==> src/rtl/sas_pkg.sv <==
package sas_pkg;
  typedef enum logic [1:0] {
    MD_CLEAR  = 2'b00,
    MD_ADD    = 2'b01,
    MD_SUB    = 2'b10,
    MD_SAMPLE = 2'b11
  } mode_e;

  typedef enum logic [1:0] {
    OP_ADD,
    OP_SUB,
    OP_ADD_SHIFT,
    OP_LOAD_SHIFT
  } op_e;
endpackage

==> src/rtl/sas_ctrl.sv <==
module sas_ctrl
  import sas_pkg::*;
#(
  parameter int DATA_W = 32,
  parameter int SMP_W  = 24,
  parameter int CODE_W = 3,
  parameter int SH_W   = 3,
  parameter int AW     = 3,
  localparam int CTRL_W = 2 + CODE_W + SH_W
) (
  input  logic              clk,
  input  logic              rst_n,
  input  logic              reg_wr,
  input  logic [AW-1:0]     reg_addr,
  input  logic [CTRL_W-1:0] reg_wdata,
  input  logic              smp_valid,
  input  logic [SMP_W-1:0]  smp_data,
  input  logic              done_q,
  output logic [CTRL_W-1:0] ctrl_q,
  output logic              clr,
  output logic              op_go,
  output op_e               op_sel,
  output logic [DATA_W-1:0] operand,
  output logic [SH_W-1:0]   shamt,
  output logic              finish,
  output logic              smp_ready
);
  localparam int NB    = DATA_W / 8;
  localparam int CNT_W = (1 << CODE_W) - 1;

  mode_e             mode;
  logic [CODE_W-1:0] code;
  logic              shift_only, lo_wr, smp_go, last;
  logic [7:0]        stage_q [1:NB-1];
  logic [DATA_W-1:0] cpu_word, smp_ext;
  logic [CNT_W-1:0]  cnt_q;
  logic [CNT_W:0]    tgt_m1;

  assign mode       = mode_e'(ctrl_q[1:0]);
  assign code       = ctrl_q[2 +: CODE_W];
  assign shamt      = ctrl_q[2+CODE_W +: SH_W];
  assign shift_only = (mode == MD_SAMPLE) && (code == {CODE_W{1'b1}});
  assign clr        = (mode == MD_CLEAR);
  assign lo_wr      = reg_wr && (reg_addr == '0);
  assign smp_ready  = (mode == MD_SAMPLE) && !shift_only && !done_q;
  assign smp_go     = smp_valid && smp_ready;
  assign smp_ext    = {{(DATA_W-SMP_W){smp_data[SMP_W-1]}}, smp_data};
  assign tgt_m1     = ((CNT_W+1)'(1) << (code + CODE_W'(1))) - (CNT_W+1)'(1);
  assign last       = ({1'b0, cnt_q} == tgt_m1);

  always_ff @(posedge clk or negedge rst_n) begin
    if (!rst_n) begin
      ctrl_q <= '0;
      for (int k = 1; k < NB; k++) stage_q[k] <= '0;
    end else if (reg_wr) begin
      if (reg_addr == AW'(NB)) ctrl_q <= reg_wdata;
      for (int k = 1; k < NB; k++)
        if (reg_addr == AW'(k)) stage_q[k] <= reg_wdata[7:0];
    end
  end

  always_comb begin
    cpu_word[7:0] = reg_wdata[7:0];
    for (int k = 1; k < NB; k++) cpu_word[8*k +: 8] = stage_q[k];
  end

  always_comb begin
    op_go   = 1'b0;
    op_sel  = OP_ADD;
    operand = cpu_word;
    finish  = 1'b0;
    case (mode)
      MD_ADD: op_go = lo_wr;
      MD_SUB: begin
        op_go  = lo_wr;
        op_sel = OP_SUB;
      end
      MD_SAMPLE: begin
        if (shift_only) begin
          op_go  = lo_wr;
          op_sel = OP_LOAD_SHIFT;
          finish = lo_wr;
        end else begin
          op_go   = smp_go;
          operand = smp_ext;
          op_sel  = last ? OP_ADD_SHIFT : OP_ADD;
          finish  = smp_go && last;
        end
      end
      default: ;
    endcase
  end

  always_ff @(posedge clk or negedge rst_n) begin
    if (!rst_n)      cnt_q <= '0;
    else if (clr)    cnt_q <= '0;
    else if (smp_go) cnt_q <= last ? '0 : cnt_q + CNT_W'(1);
  end

  // clear mode empties the sample counter by the next edge
  a_r5_count_cleared: assert property (@(posedge clk) disable iff (!rst_n)
    clr |=> (cnt_q == '0));

  // no sample is taken outside sample mode
  a_r10_no_take_outside_sample: assert property (@(posedge clk) disable iff (!rst_n)
    (mode != MD_SAMPLE) |-> !smp_ready);
endmodule

==> src/rtl/sas_alu.sv <==
module sas_alu
  import sas_pkg::*;
#(
  parameter int DATA_W = 32,
  parameter int SH_W   = 3
) (
  input  logic [DATA_W-1:0] acc,
  input  logic [DATA_W-1:0] operand,
  input  op_e               op_sel,
  input  logic [SH_W-1:0]   shamt,
  output logic [DATA_W-1:0] res,
  output logic              ovf
);
  logic [DATA_W:0] a_x, b_x, sum;
  logic            sum_out;

  assign a_x     = {acc[DATA_W-1], acc};
  assign b_x     = {operand[DATA_W-1], operand};
  assign sum     = (op_sel == OP_SUB) ? (a_x - b_x) : (a_x + b_x);
  assign sum_out = sum[DATA_W] ^ sum[DATA_W-1];

  always_comb begin
    case (op_sel)
      OP_ADD_SHIFT: begin
        res = DATA_W'($signed(sum[DATA_W-1:0]) >>> shamt);
        ovf = sum_out;
      end
      OP_LOAD_SHIFT: begin
        res = DATA_W'($signed(operand) >>> shamt);
        ovf = 1'b0;
      end
      default: begin
        res = sum[DATA_W-1:0];
        ovf = sum_out;
      end
    endcase
  end
endmodule

==> src/rtl/sum_shift_accum.sv <==
module sum_shift_accum
  import sas_pkg::*;
#(
  parameter int DATA_W = 32,
  parameter int SMP_W  = 24,
  parameter int CODE_W = 3,
  parameter int SH_W   = 3,
  parameter int AW     = 3
) (
  input  logic             clk,
  input  logic             rst_n,
  input  logic             reg_wr,
  input  logic             reg_rd,
  input  logic [AW-1:0]    reg_addr,
  input  logic [7:0]       reg_wdata,
  output logic [7:0]       reg_rdata,
  input  logic             smp_valid,
  output logic             smp_ready,
  input  logic [SMP_W-1:0] smp_data,
  output logic             done_flag,
  output logic             ovf_flag
);
  localparam int NB        = DATA_W / 8;
  localparam int CTRL_W    = 2 + CODE_W + SH_W;
  localparam int ADDR_CTRL = NB;
  localparam int ADDR_STAT = NB + 1;

  logic [DATA_W-1:0] acc_q, operand, alu_res;
  logic [CTRL_W-1:0] ctrl_q;
  logic [SH_W-1:0]   shamt;
  logic              clr, op_go, finish, alu_ovf;
  logic              ovf_q, done_q, stat_clr, data_rd;
  op_e               op_sel;

  sas_ctrl #(.DATA_W(DATA_W), .SMP_W(SMP_W), .CODE_W(CODE_W), .SH_W(SH_W), .AW(AW)) u_ctrl (
    .clk(clk), .rst_n(rst_n), .reg_wr(reg_wr), .reg_addr(reg_addr),
    .reg_wdata(reg_wdata[CTRL_W-1:0]), .smp_valid(smp_valid), .smp_data(smp_data),
    .done_q(done_q), .ctrl_q(ctrl_q), .clr(clr), .op_go(op_go), .op_sel(op_sel),
    .operand(operand), .shamt(shamt), .finish(finish), .smp_ready(smp_ready)
  );

  sas_alu #(.DATA_W(DATA_W), .SH_W(SH_W)) u_alu (
    .acc(acc_q), .operand(operand), .op_sel(op_sel), .shamt(shamt),
    .res(alu_res), .ovf(alu_ovf)
  );

  assign stat_clr = reg_wr && (reg_addr == AW'(ADDR_STAT)) && !reg_wdata[0];
  assign data_rd  = reg_rd && (reg_addr < AW'(NB));

  always_ff @(posedge clk or negedge rst_n) begin
    if (!rst_n) begin
      acc_q  <= '0;
      ovf_q  <= 1'b0;
      done_q <= 1'b0;
    end else begin
      if (clr)        acc_q <= '0;
      else if (op_go) acc_q <= alu_res;
      if (op_go && alu_ovf) ovf_q <= 1'b1;
      else if (stat_clr)    ovf_q <= 1'b0;
      if (finish)       done_q <= 1'b1;
      else if (data_rd) done_q <= 1'b0;
    end
  end

  always_comb begin
    reg_rdata = '0;
    for (int k = 0; k < NB; k++)
      if (reg_addr == AW'(k)) reg_rdata = acc_q[8*k +: 8];
    if (reg_addr == AW'(ADDR_CTRL)) reg_rdata = 8'(ctrl_q);
    if (reg_addr == AW'(ADDR_STAT)) reg_rdata = {6'd0, done_q, ovf_q};
  end

  assign done_flag = done_q;
  assign ovf_flag  = ovf_q;

  // clear mode leaves a zero total
  a_r5_clear_zeroes: assert property (@(posedge clk) disable iff (!rst_n)
    clr |=> (acc_q == '0));

  // the overflow flag only drops on a software zero write
  a_r8_ovf_sticky: assert property (@(posedge clk) disable iff (!rst_n)
    (ovf_q && !stat_clr) |=> ovf_q);

  // a finished result holds the sample stream back
  a_r9_ready_low_when_done: assert property (@(posedge clk) disable iff (!rst_n)
    done_q |-> !smp_ready);

  // completion raises done on the next edge
  a_r6_finish_sets_done: assert property (@(posedge clk) disable iff (!rst_n)
    finish |=> done_q);

  // without an operation or clear the total does not move
  a_r10_total_holds: assert property (@(posedge clk) disable iff (!rst_n)
    (!op_go && !clr) |=> $stable(acc_q));
endmodule

==> config.mk <==
export PLATFORM = sky130hd
export DESIGN_NAME = sum_shift_accum
export DESIGN_NICKNAME = d
export VERILOG_FILES = /design/src/rtl/sas_pkg.sv /design/src/rtl/sas_ctrl.sv /design/src/rtl/sas_alu.sv /design/src/rtl/sum_shift_accum.sv
export SDC_FILE = /design/constraint.sdc
export NUM_CORES = 1
export LEC_CHECK = 0
export ABC_AREA = 1
export BUFFER_PORTS_ARGS = -buffer_cell sky130_fd_sc_hd__clkbuf_2
export CAP_MARGIN = 10
export CORE_ASPECT_RATIO = 0.5
export CORE_MARGIN = 2
export CORE_UTILIZATION = 60
export DETAILED_ROUTE_END_ITERATION = 8
export PLACE_DENSITY = 0.89
export SETUP_SLACK_MARGIN = 0.05
export SYNTH_ARGS = -nofsm -noshare
export SYNTH_HDL_FRONTEND = slang
export SYNTH_SLANG_ARGS = --single-unit
==> constraint.sdc <==
create_clock -name clk -period 5.5 [get_ports clk]
set_clock_uncertainty 0.2 [all_clocks]
set_input_delay 1.1 -clock clk [delete_from_list [all_inputs] [get_ports clk]]
set_output_delay 1.1 -clock clk [all_outputs]
set_load 0.03 [all_outputs]
Yosys cells after proc, flatten, opt, wreduce, memory -nomap -nowiden
Cells that the tools add are included.
{ "totals": {"register_bits": 73, "inputBits": 40, "output_inout_bits": 11, "elab_cells": 82} }
{ "classes": {"n_addsub": 5, "order_cmp": 1, "n_eq_ne": 13, "shifts": 3, "n_mux": 27, "bitwise": 1, "reduce_logical": 24} }
{ "ops": {"columns": ["op", "n"], "rows": [
  ["2-to-1 mux 32 bit", 4],
  ["case mux 32 bit (2 select lines)", 1],
  [">>> shifter 32 x 3 -> 32 bit", 2],
  ["2-to-1 mux 8 bit", 6],
  ["adder 32 x 32 -> 33 bit", 1],
  ["2-to-1 mux 33 bit", 1],
  ["subtractor 32 x 32 -> 33 bit", 1],
  ["2-to-1 mux 7 bit", 3],
  ["logical AND 1 bit", 10],
  ["== test 3 bit (second input constant)", 3],
  ["== test 2 bit (second input constant)", 4],
  ["== test 7 x 8 -> 1 bit", 1],
  ["2-to-1 mux 1 bit", 8],
  ["AND reduction 2 bit", 4],
  ["nonzero test 2 bit", 4],
  ["<< shifter 1 x 3 -> 8 bit (first input constant)", 1],
  ["subtractor 8 x 2 -> 8 bit (second input constant)", 1],
  ["adder 7 x 1 -> 7 bit (second input constant)", 1],
  ["== test 3 x 2 -> 1 bit (second input constant)", 2],
  ["== test 2 x 1 -> 1 bit (second input constant)", 2],
  ["2-to-1 mux 2 bit", 2],
  ["case mux 2 bit (2 select lines)", 1],
  ["adder 3 x 1 -> 3 bit (second input constant)", 1],
  ["== test 3 x 1 -> 1 bit (second input constant)", 1],
  ["7 further kinds", 9]
]} }

Depth between registers and ports, before layout
{ "depth": {"depth_word": 13, "mapped_depth": 40, "ltp_nobuf": 40} }

Cells and area by module
A second synthesis with hierarchy kept.
{ "hier_totals": {"hier_cells": 1621, "hier_area_um2": 9364.0} }
{ "modules_own_cells": {"columns": ["module", "instances", "cells_per_inst", "area_per_inst_um2", "seq_area_each_um2"], "rows": [
  ["sas_alu", 1, 1037, 5111.2, 0.0],
  ["sas_ctrl", 1, 355, 2432.3, 975.9],
  ["sum_shift_accum", 1, 229, 1820.5, 850.8]
]} }

Worst setup path before layout
OpenSTA, ideal clock, no wires.
{ "synth_timing": {"path_type": "in2reg", "startpoint": "input port reg_wdata[0]", "endpoint": "register acc_q[23]", "t_arrival_ns": 4.235, "t_required_ns": 5.180, "path_slack_ns": 0.944, "cell_stages": 33, "path_buffers": 0, "cell_sequence": "inv_1 > nand2_2 > nand2_1 > inv_2 > nor2_4 > nand3_2 > nor2_4 > nand4_2 > nor2_2 > inv_2 > nor2_4 > nand2_1 > nor2_2 > nand2_1 > o21ai_2 > xnor2_1 > ha_1 > nand2_1 > nor2_1 > inv_1 > nor2_1 > inv_1 > o21a_1 > nand2_1 > nand2_1 > nand2_1 > nand2_1 > nand3_1 > nand3_1 > nand3_1 > nand2_1 > o21ai_1 > nand2_1"} }
{ "synth_between": {"elab_chain_cells": 8, "elab_cells_between_ends": 10, "cone_classes": "add/sub (2); shift (2); mux (6)"} }
{ "synth_rtl": {"columns": ["item", "line", "text"], "rows": [
  ["start: declaration", "sum_shift_accum.sv:15", "input logic [7:0] reg_wdata,"],
  ["2-to-1 mux 32 bit", "sas_ctrl.sv:79", "if (shift_only) begin"],
  ["2-to-1 mux 32 bit *", "sas_ctrl.sv:72", "case (mode)"],
  ["adder 32 x 32 -> 33 bit or subtractor 32 x 32 -> 33 bit (tied branches)", "sas_alu.sv:19", "assign sum = (op_sel == OP_SUB) ? (a_x - b_x) : (a_x + b_x);"],
  ["2-to-1 mux 33 bit", "sas_alu.sv:19", null],
  [">>> shifter 32 x 3 -> 32 bit", "sas_alu.sv:25", "res = DATA_W'($signed(sum[DATA_W-1:0]) >>> shamt);"],
  ["case mux 32 bit (2 select lines) *", "sas_alu.sv:23", "case (op_sel)"],
  ["2-to-1 mux 32 bit *", "sum_shift_accum.sv:57", "else if (op_go) acc_q <= alu_res;"],
  ["2-to-1 mux 32 bit *", "sum_shift_accum.sv:56", "if (clr) acc_q <= '0;"],
  ["end signal: assignment", "sum_shift_accum.sv:57", null],
  ["end: declaration", "sum_shift_accum.sv:28", "logic [DATA_W-1:0] acc_q, operand, alu_res;"]
]} }
Every way passes the cells marked *; elsewhere a longest branch is shown, timed or not. The select of a mux whose other input is x is not followed.
A chain may end at the register's enable or synchronous reset.

Worst setup path after layout
{ "layout_timing": {"startpoint": "register u_ctrl.ctrl_q[2]", "endpoint": "register acc_q[12]"} }
{ "layout_between": {"elab_chain_cells": 13, "elab_cells_between_ends": 29, "cone_classes": "add/sub (4); eq/ne (5); shift (3); mux (11); reduce/logical (6)"} }
{ "layout_rtl": {"columns": ["item", "line", "text"], "rows": [
  ["start: declaration", "sas_ctrl.sv:19", "output logic [CTRL_W-1:0] ctrl_q,"],
  ["start signal: assignment", "sas_ctrl.sv:56", "if (reg_addr == AW'(NB)) ctrl_q <= reg_wdata;"],
  ["adder 3 x 1 -> 3 bit", "sas_ctrl.sv:48", "assign tgt_m1 = ((CNT_W+1)'(1) << (code + CODE_W'(1))) - (CNT_W+1)'(1);"],
  ["<< shifter 1 x 3 -> 8 bit", "sas_ctrl.sv:48", null],
  ["subtractor 8 x 2 -> 8 bit", "sas_ctrl.sv:48", null],
  ["== test 7 x 8 -> 1 bit", "sas_ctrl.sv:49", "assign last = ({1'b0, cnt_q} == tgt_m1);"],
  ["2-to-1 mux 2 bit", "sas_ctrl.sv:86", "op_sel = last ? OP_ADD_SHIFT : OP_ADD;"],
  ["2-to-1 mux 2 bit", "sas_ctrl.sv:79", null],
  ["case mux 2 bit (2 select lines)", "sas_ctrl.sv:72", null],
  ["== test 2 x 1 -> 1 bit", "sas_alu.sv:19", null],
  ["2-to-1 mux 33 bit", "sas_alu.sv:19", null],
  [">>> shifter 32 x 3 -> 32 bit", "sas_alu.sv:25", null],
  ["case mux 32 bit (2 select lines)", "sas_alu.sv:23", null],
  ["2-to-1 mux 32 bit", "sum_shift_accum.sv:57", null],
  ["2-to-1 mux 32 bit", "sum_shift_accum.sv:56", null]
]} }
Parallel ways exist; a longest one is shown, timed or not. The select of a mux whose other input is x is not followed.

==> flow_summary.json <==
{
  "maxCapViolations": 0,
  "detail_route.wl_per_cell_um": 20.4,
  "pin_count": 51,
  "firstDrtPassIters": 8,
  "slowest_stage": "dfrtp_1",
  "p_comb_share_pct": 65.3,
  "num_rows": 30,
  "seq_area_um2": 1830,
  "antenna_left": 0,
  "cts_hold_buffers": 0,
  "syn-cell-area_um2": 8410,
  "required_ns": 5.54,
  "fin_cells": 1621,
  "yosysUniqueCellTypes": 51,
  "synth.largest_area_cell": "dfrtp_1",
  "route.detailed.drc": 0,
  "cts_buffers": 9,
  "drive_gt1_share_pct": 16.6,
  "swShare_pct": 53.1,
  "ir_drop_v": 0.000267,
  "criticalPathCategory": "reg -> reg",
  "power.internal_mw": 1.77,
  "cts_root_buf": "clkbuf_16",
  "yosys_warnings": 0,
  "max_freq_ghz": 0.191,
  "die_area_um2": 15000,
  "grt_antenna_before_repair": 1,
  "grt_max_degree": 74,
  "fp.dieH_um": 87.7,
  "synthFlopType": "dfrtp_1",
  "endpoint_kind": "flop",
  "synth-seq-cells": 73,
  "critical_path.top_delay_family": "simple AND/OR/NAND/NOR gates",
  "min_path_type": "reg -> reg",
  "async_flop_share_pct": 100,
  "overflow": 0,
  "total_power_mw": 3.77,
  "postSynthAreaPerCell_um2": 6.19,
  "final_nets": 1503,
  "slew_violations": 0,
  "cts_tree": "yes",
  "die_x_um": 171,
  "fin_crit_ns": 5.24,
  "io_buffers": 50,
  "cts_buffer_depth": 2,
  "htree_levels": 3,
  "worstPathBufferInverterCount": 4,
  "cp_max_fo": 10,
  "fillers": 1152,
  "p_clk_share_pct": 17.0,
  "drt_iter0_drc": 1787,
  "place.gp.congestion": 1.05,
  "crit_arrival_ns": 5.28,
  "grt_pass1_wl_um": 49500,
  "max_slew_margin_pct": 20.1,
  "yosysTopAreaCellShare_pct": 21.7,
  "placed_cells_incl_taps": 1599,
  "period_share_pct": 95.3,
  "switching_power_mw": 2.00,
  "start_util_pct": 61.7,
  "multi_input_area_um2": 6160,
  "synth.most_common_cell": "nand2_1",
  "setup_viol": 0,
  "run_status": "complete, no violations",
  "synth_edf_count": 0,
  "routed-via-count": 10300,
  "grt_pass1_vias": 8981,
  "yosysSeqAreaShare_pct": 21.7,
  "viasPerCell": 6.34,
  "cts_sinks": 73,
  "whs_ns": 0.286,
  "max_stage_delay_ns": 0.42,
  "core-area_um2": 13600,
  "syn_inst": 1357,
  "p_seq_share_pct": 17.7,
  "p_leak_nw": 4.78,
  "hold_violations": 0,
  "startpoint_type": "flop",
  "syn_to_final_growth_pct": 15.5,
  "worst-slew-pin-transition_ns": 1.20,
  "grt_use_total_pct": 43.7,
  "diodes": 0,
  "dp_hpwl_um": 25000,
  "worstSkewPairLatency_ns": 0.35,
  "clk_pin_slew_worst_paths_ns": 0.06,
  "synth_area_leaders": "dfrtp_1 22%, nand2_1 17%, nand3_1 15%",
  "ys_top_cells_by_count": "377 x nand2_1, 258 x nand3_1, 102 x inv_1, 86 x a21oi_1, 75 x nor2_1",
  "p_per_area_nw_per_um2": 388,
  "routed_wl_um": 33100,
  "syn_nets": 1436
}
per-stage QoR:
step                      TNS (ns)  utilization, %  instance area, µm²  worst slack, ns
after floorplan                  0               -                8410            0.944
after global placement           0            66.3                9040            0.162
after detailed placement         0            66.3                9040           0.0680
after CTS                        0            68.6                9350            0.128
after global routing       -0.0486            71.3                9710          -0.0402
final                            0            71.3                9710            0.256
final cells by class:
class                   count  area share [%]
well taps                 192            2.47
flip-flops and latches     73            18.8
multi-input cells        1112            63.4
clock buffers              10            2.46
inverters                 117            4.55
clock inverters             6           0.747
repair buffers            111            7.53
state kept, by name, summed over array words and instances, names as in the netlist:
| signal | flops |
|---|---|
| acc_q | 32 |
| done_flag | 1 |
| ovf_flag | 1 |
| u_ctrl.cnt_q | 7 |
| u_ctrl.cpu_word | 24 |
| u_ctrl.ctrl_q | 8 |
worst paths after layout:
check,from,end,slack (ns),depth (start not counted)
worst max register to register,u_ctrl.ctrl_q[2],acc_q[12],0.26,30
worst max-delay path,u_ctrl.ctrl_q[2],acc_q[12],0.26,30
worst min register to register,u_ctrl.cpu_word[8],u_ctrl.cpu_word[8],0.29,2
worst min-delay path,u_ctrl.cpu_word[8],u_ctrl.cpu_word[8],0.29,2
min in group asynchronous,rst_n,acc_q[28],0.70,1
max in group asynchronous,rst_n,acc_q[20],3.76,1
repair_timing:
action                                  4_1_cts  5_1_grt
resized for setup                             0       74
setup buffers                                 0        6
endpoints found under the setup margin        0       30
placed cells by master (no fill, tap or decap), types with 15 or more instances in the layout:
master / count
dfrtp_1: 73
nand2_1: 368
o21ai_0: 64
xnor2_1: 18
inv_1: 102
o21ai_1: 19
o21ai_2: 15
nand3_1: 254
nand4_1: 22
clkbuf_2: 49
buf_4: 59
xor2_1: 29
ha_1: 30
a21oi_1: 78
nor2_1: 66
logic make-up after synthesis:
| kind of cell | count (synthesis) | share of synthesized area [%] |
|---|---|---|
| AOI/OAI and AO/OA | 230 | 15.6 |
| xor gates and xnor gates | 55 | 5.73 |
| adders and majority gates | 39 | 5.89 |
| buffers and inverters | 172 | 8.50 |
| DFF | 73 | 21.7 |
| muxes | 3 | 0.551 |
| and+or+nand+nor | 785 | 42.0 |
worst reg2reg max path: cells and delay by family (launching register included):
| kind | cells | cell delay (ns) |
|---|---|---|
| and+or+nand+nor | 17 | 1.88 |
| xor gates and xnor gates | 2 | 0.64 |
| AOI/OAI and AO/OA | 5 | 0.97 |
| adders and majority gates | 2 | 0.55 |
| DFF | 1 | 0.42 |
| buffers and inverters | 4 | 0.49 |
per-layer routing:
metal / share of wire [%] / wire, µm / track usage (%)
met1: 42 / 13800 / 62.7
met2: 37 / 12400 / 58.8
met3: 18 / 6080 / 21.7
met4: 2.4 / 785 / 8.32
met5: 0.039 / 13 / 0
power groups by stage:
| stage | combinational [mW] | clock, mW | sequential, mW |
|---|---|---|---|
| after CTS | 2.18 | 0.631 | 0.660 |
| final | 2.46 | 0.639 | 0.667 |
| after global routing | 2.62 | 0.651 | 0.672 |
| after detailed placement | 2.16 | 0 | 0.669 |
| after global placement | 2.14 | 0 | 0.667 |
| after floorplan | 1.47 | 0 | 0.657 |
Note: power is estimated with default switching activity, not from simulation.
